$ cat src/rtl/refcmp_pkg.sv
package refcmp_pkg;
  typedef enum logic [1:0] {
    DET_UP_ONLY = 2'b00,
    DET_DN_ONLY = 2'b01,
    DET_NORMAL  = 2'b10,
    DET_HIZ     = 2'b11
  } det_mode_e;
endpackage

$ cat src/rtl/ref_divider.sv
module ref_divider #(
  parameter int RATIO_LO = 512,
  parameter int RATIO_HI = 1024
) (
  input  logic       clk,
  input  logic       rst_n,
  input  logic [1:0] ratio_sel,
  output logic       ref_tick
);
  localparam int CNT_W = $clog2(RATIO_HI);
  localparam logic [CNT_W-1:0] LOAD_LO = CNT_W'(RATIO_LO - 1);
  localparam logic [CNT_W-1:0] LOAD_HI = CNT_W'(RATIO_HI - 1);

  logic [CNT_W-1:0] cnt;
  logic             use_hi;
  logic             want_hi;

  // differing code bits pick the long ratio
  assign want_hi  = ratio_sel[1] ^ ratio_sel[0];
  assign ref_tick = (cnt == '0);

  always_ff @(posedge clk or negedge rst_n) begin
    if (!rst_n) begin
      cnt    <= LOAD_LO;
      use_hi <= 1'b0;
    end else if (ref_tick) begin
      cnt    <= want_hi ? LOAD_HI : LOAD_LO;
      use_hi <= want_hi;
    end else begin
      cnt    <= cnt - 1'b1;
    end
  end

  // the active ratio only moves at a terminal count
  assert_ratio_hold_R3: assert property (@(posedge clk) disable iff (!rst_n)
    !ref_tick |=> $stable(use_hi));
  // count never exceeds the load of the active ratio
  assert_cnt_bound_R3: assert property (@(posedge clk) disable iff (!rst_n)
    cnt <= (use_hi ? LOAD_HI : LOAD_LO));
  // a pulse is never followed by another pulse
  assert_tick_single_R4: assert property (@(posedge clk) disable iff (!rst_n)
    ref_tick |=> !ref_tick);
endmodule

$ cat src/rtl/pfd_core.sv
module pfd_core (
  input  logic clk,
  input  logic rst_n,
  input  logic run,
  input  logic ref_ev,
  input  logic fb_lvl,
  output logic up,
  output logic dn
);
  logic fb_q;
  logic fb_ev;

  assign fb_ev = fb_lvl & ~fb_q;

  always_ff @(posedge clk or negedge rst_n) begin
    if (!rst_n) begin
      fb_q <= 1'b0;
      up   <= 1'b0;
      dn   <= 1'b0;
    end else begin
      fb_q <= fb_lvl;
      if (!run) begin
        up <= 1'b0;
        dn <= 1'b0;
      end else if (up && dn) begin
        up <= 1'b0;
        dn <= 1'b0;
      end else begin
        if (ref_ev) up <= 1'b1;
        if (fb_ev)  dn <= 1'b1;
      end
    end
  end

  // overlap clears both next cycle
  assert_overlap_clear_R6: assert property (@(posedge clk) disable iff (!rst_n)
    (up && dn) |=> (!up && !dn));
  // a lone up stays set while running
  assert_up_hold_R5: assert property (@(posedge clk) disable iff (!rst_n)
    (up && !dn && run) |=> up);
  // overrides keep detector state cleared
  assert_override_clear_R11: assert property (@(posedge clk) disable iff (!rst_n)
    !run |=> (!up && !dn));
  // dn can rise only after a feedback rising edge
  assert_dn_edge_R7: assert property (@(posedge clk) disable iff (!rst_n)
    $rose(dn) |-> $past(fb_lvl && !fb_q));
endmodule

$ cat src/rtl/pump_mode_ctrl.sv
module pump_mode_ctrl
  import refcmp_pkg::*;
(
  input  logic [1:0] mode,
  input  logic       pfd_up,
  input  logic       pfd_dn,
  output logic       run,
  output logic       up,
  output logic       dn,
  output logic       oe
);
  det_mode_e m;
  assign m = det_mode_e'(mode);

  always_comb begin
    run = 1'b0;
    up  = 1'b0;
    dn  = 1'b0;
    oe  = 1'b1;
    case (m)
      DET_NORMAL: begin
        run = 1'b1;
        up  = pfd_up;
        dn  = pfd_dn;
      end
      DET_UP_ONLY: up = 1'b1;
      DET_DN_ONLY: dn = 1'b1;
      default:     oe = 1'b0;
    endcase
  end
endmodule

$ cat src/rtl/ref_phase_cmp.sv
module ref_phase_cmp #(
  parameter int RATIO_LO = 512,
  parameter int RATIO_HI = 1024
) (
  input  logic       clk,
  input  logic       rst_n,
  input  logic [1:0] ratio_sel,
  input  logic [1:0] det_mode,
  input  logic       cur_sel,
  input  logic       fb_pulse,
  output logic       pump_up,
  output logic       pump_dn,
  output logic       pump_oe,
  output logic       pump_hi_cur,
  output logic       ref_pulse
);
  logic tick;
  logic run;
  logic core_up;
  logic core_dn;

  ref_divider #(.RATIO_LO(RATIO_LO), .RATIO_HI(RATIO_HI)) i_div (
    .clk(clk), .rst_n(rst_n), .ratio_sel(ratio_sel), .ref_tick(tick)
  );

  pfd_core i_pfd (
    .clk(clk), .rst_n(rst_n), .run(run), .ref_ev(tick),
    .fb_lvl(fb_pulse), .up(core_up), .dn(core_dn)
  );

  pump_mode_ctrl i_mode (
    .mode(det_mode), .pfd_up(core_up), .pfd_dn(core_dn),
    .run(run), .up(pump_up), .dn(pump_dn), .oe(pump_oe)
  );

  assign ref_pulse   = tick;
  assign pump_hi_cur = cur_sel;

  // a released pump never has an enable on
  assert_hiz_quiet_R8: assert property (@(posedge clk) disable iff (!rst_n)
    !pump_oe |-> (!pump_up && !pump_dn));
  // forcing up never drives down
  assert_force_up_R9: assert property (@(posedge clk) disable iff (!rst_n)
    (det_mode == 2'b00) |-> (pump_up && !pump_dn && pump_oe));
  // forcing down never drives up
  assert_force_dn_R10: assert property (@(posedge clk) disable iff (!rst_n)
    (det_mode == 2'b01) |-> (pump_dn && !pump_up && pump_oe));
endmodule

$ cat config.mk
export PLATFORM = sky130hd
export DESIGN_NAME = ref_phase_cmp
export DESIGN_NICKNAME = d
export VERILOG_FILES = /design/src/rtl/refcmp_pkg.sv /design/src/rtl/ref_divider.sv /design/src/rtl/pfd_core.sv /design/src/rtl/pump_mode_ctrl.sv /design/src/rtl/ref_phase_cmp.sv
export SDC_FILE = /design/constraint.sdc
export NUM_CORES = 1
export LEC_CHECK = 0
export CAP_MARGIN = 20
export CELL_PAD_IN_SITES_DETAIL_PLACEMENT = 0
export CELL_PAD_IN_SITES_GLOBAL_PLACEMENT = 1
export CORE_AREA = 8 8 62 64
export CTS_BUF_LIST = sky130_fd_sc_hd__clkbuf_8
export DETAILED_ROUTE_END_ITERATION = 10
export DIE_AREA = 0 0 70 72
export PLACE_DENSITY = 0.54
export SYNTH_ARGS = -nofsm -noshare
export SYNTH_HDL_FRONTEND = slang
export SYNTH_HIERARCHICAL = 1
export SYNTH_SLANG_ARGS = --single-unit
$ cat constraint.sdc
create_clock -name clk -period 2.4 [get_ports clk]
set_clock_uncertainty 0.2 [all_clocks]
set_input_delay 0.24 -clock clk [delete_from_list [all_inputs] [get_ports clk]]
set_output_delay 0.24 -clock clk [all_outputs]
set_load 0.02 [all_outputs]
==> summary.txt <==
Yosys
  • Cell count after synthesis: 63
  • Syn Nets: 76
  • Synth Register Bits: 13
  • Synth Warn #: 6
  • Top cell type's share of synthesized area: 34.9%
  • Area leader, netlist: dfstp_2
  • Largest family of logic cells by synthesized area: simple AND/OR/NAND/NOR gates
  • Mux cell area share after synthesis: 0%
  • Post-synthesis adder-cell area fraction: 9.23%
  • Xor/xnor cell area share of the yosys netlist: 5.17%
  • Mapped Area: 678 sq um
  • Simple-Gate Fraction of Synth Area: 15.5%
  • Netlist cell types: 25
  • Compound-Gate Fraction of Synth Area: 14.2%
  • Synth top area cells: dfstp_2 35%, dfrtp_1 15%, ha_1 9.2%
  • Sequential element share of the synthesized area: 49.6%
  • Mean Syn Cell Area: 10.8 sq um

Setup path
  • Worst r2r dst: i_div/cnt[0]$_DFF_PN1_
  • Worst-path fanout max: 2
  • Cells along the critical path: inv_1 -> ha_1 -> or4b_4 -> or4_4 -> inv_2 -> buf_4
  • CP Launch Point: i_div/cnt[0]$_DFF_PN1_
  • Worst Path Required: 1.96 ns
  • R2R depth: 6
  • Setup CP Type: flip-flop to output pin
  • Worst reg2reg startpoint: i_div/cnt[0]$_DFF_PN1_
  • Worst Setup End Kind: output pin
  • Worst R2R Setup Slack: 0.44 ns
  • Worst setup SP type: flip-flop
  • Crit-path max cell delay: 0.46 ns
  • CP max-delay cell: or4b_4
  • Critical path arrival: 1.90 ns

Placed design
  • IO buf count: 10
  • Dpl cells: 113
  • DP HPWL: 1.07 mm
  • GP Congestion: 0.742

STA
  • Setup violations, final: 0
  • Max-slew violations: 0
  • Final Hold Viols: 0
  • Hold slack: 0.174 ns
  • Max frequency: 0.426 GHz
  • Unrepaired setup endpoints after global routing: true
  • Fin crit period: 2.34 ns
  • Slew margin rel.: 60.2%
  • Tcrit/Tclk final: 97.7%
  • Worst Tran Pin Value: 0.595 ns

Clocking
  • Clock Sinks: 13
  • Clk slew on worst S/H paths: 0.06 ns
  • CTS tree: built
  • Htree depth: 1
  • Root Buffer: clkbuf_8
  • Clk buf depth: 2
  • Clk_lat worst skew: 0.24 ns
  • CTS Buf Count: 3

Finish
  • Final net count: 98
  • Layout cells sized above 1: 33.3%
  • Area Growth Syn to Fin: 36.9%
  • N_diodes: 0
  • Fillers: 328
  • Final non-filler cell total: 117
  • Sequential cell area: 337 sq um
  • Multi-input gate area: 303 sq um

Detailed routing
  • DRC Markers: 0
  • DR WL/cell: 12.0 um
  • Final WL: 1.41 mm
  • ANT nets after route: 0
  • First drt pass iteration count: 3
  • Via Count: 520
  • Iteration-0 DRC Markers: 12
  • Via density per instance: 4.44

Global route
  • Initial antenna violation count: 0
  • Gr ovfl total: 0
  • Largest net degree at the start of global routing: 14
  • Gr usage total: 6.35%
  • Number of global-route vias before repair: 544
  • First-pass GRT wire length: 2.54 mm

Floorplan
  • I/O pins: 13
  • Std cell rows: 20
  • Die Area: 0.00504 sq mm
  • Die Width: 70 um
  • Initial core utilization: 23.4%
  • Chip height: 72 um
  • Core area: 0.00290 sq mm

Power
  • Max VDD drop: 0.185 mV
  • P_leak: 0.448 nW
  • Final Power: 0.452 mW
  • Pwr/cell area: 486 mW/mm^2

Run
  • Max cap viols: 0

Status
  • Run status: finished, final reports clean

Hold path
  • HP Class: input port to asynchronous set/reset pin
state kept, by name (all words and copies together), names as in the netlist:
signal and flops:
i_div/cnt 10, i_pfd/dn 1, i_pfd/fb_q 1, i_pfd/up 1
logic make-up (layout without fill, tap and decap cells):
family	Yosys count	in the layout
flops	13	13
xor+xnor	4	4
buf+inv	10	31
fa+ha+maj	5	5
compound gates	13	13
simple gates	18	18
metal layers:
metal,global-route usage (%),share of wire (%),vias to the layer above
met1,7.34,43,243
met5,0,0,-
met4,6.70,3.8,0
met2,9.24,48,11
met3,1.36,4.5,4
li1,-,-,262
cells in the final DEF (no fill, tap or decap), types with 2 or more instances in the layout:
master / instances
buf_4: 11
dfstp_2: 9
clkdlybuf4s50_1: 8
inv_1: 6
nand2_1: 5
ha_1: 5
xor2_1: 4
dfrtp_1: 4
clkbuf_8: 3
or3_1: 3
nor2_1: 3
o21ai_0: 3
o31ai_1: 3
o41ai_1: 2
nand3_1: 2
cell usage after synthesis, drive strengths merged:
| cell type | count |
|---|---|
| a21o | 1 |
| o21ai | 3 |
| nand2 | 5 |
| or4 | 2 |
| xor2 | 4 |
| o21a | 1 |
| o32a | 1 |
| o211a | 1 |
| buf | 2 |
| nor2b | 1 |
| ha | 5 |
| nand3 | 2 |
| o31ai | 3 |
| dfrtp | 4 |
| o41ai | 2 |
| a21oi | 1 |
| inv | 7 |
| or3 | 3 |
| dfstp | 9 |
| or4b | 1 |
| nand4bb | 1 |
| nor2 | 3 |
| clkbuf | 1 |
cell type report:
| cell class | instances | area share (%) |
|---|---|---|
| clock buffer | 3 | 4.45 |
| inverter | 7 | 2.83 |
| clock inverter | 1 | 0.539 |
| timing repair buffer | 20 | 18.9 |
| sequential | 13 | 36.3 |
| tap | 33 | 4.45 |
| multi-input combinational | 40 | 32.6 |
what timing repair did:
action                                  4_1_cts  5_1_grt
pin swaps                                     1        0
setup buffers                                 0        0
endpoints found under the setup margin        1        2
resized for setup                             7        1
hold buffers                                  0        0
power by group:
part           switching, mW  internal, mW  total, mW
clock                 0.0784         0.115      0.193
combinational         0.0170        0.0191     0.0361
sequential           0.00100         0.222      0.223
metrics by stage:
stage	area [sq um]	setup slack, ns	TNS [ns]	utilization (%)
after floorplan	678	0.129	0	-
after global placement	878	-0.250	-0.250	30.3
after detailed placement	878	-0.261	-0.261	30.3
after CTS	926	0.0248	0	31.9
after global routing	928	-0.0231	-0.0231	32.0
final	928	0.0552	0	32.0
worst max-delay path by stage:
stage	endpoint	slack, ns
finish	ref_pulse	0.06
global route	ref_pulse	-0.02
CTS	ref_pulse	0.02
detailed placement	ref_pulse	-0.26
global placement	ref_pulse	-0.25
floorplan	ref_pulse	0.13
worst max-delay path, delay by kind of cell, from the launching register on:
kind,cells,cell delay (ns)
adder cells (fa/ha/maj),1,0.14
buffers and inverters,3,0.25
flip-flops,1,0.37
AND/OR/NAND/NOR,2,0.90
(Power assumes the default switching activity.)
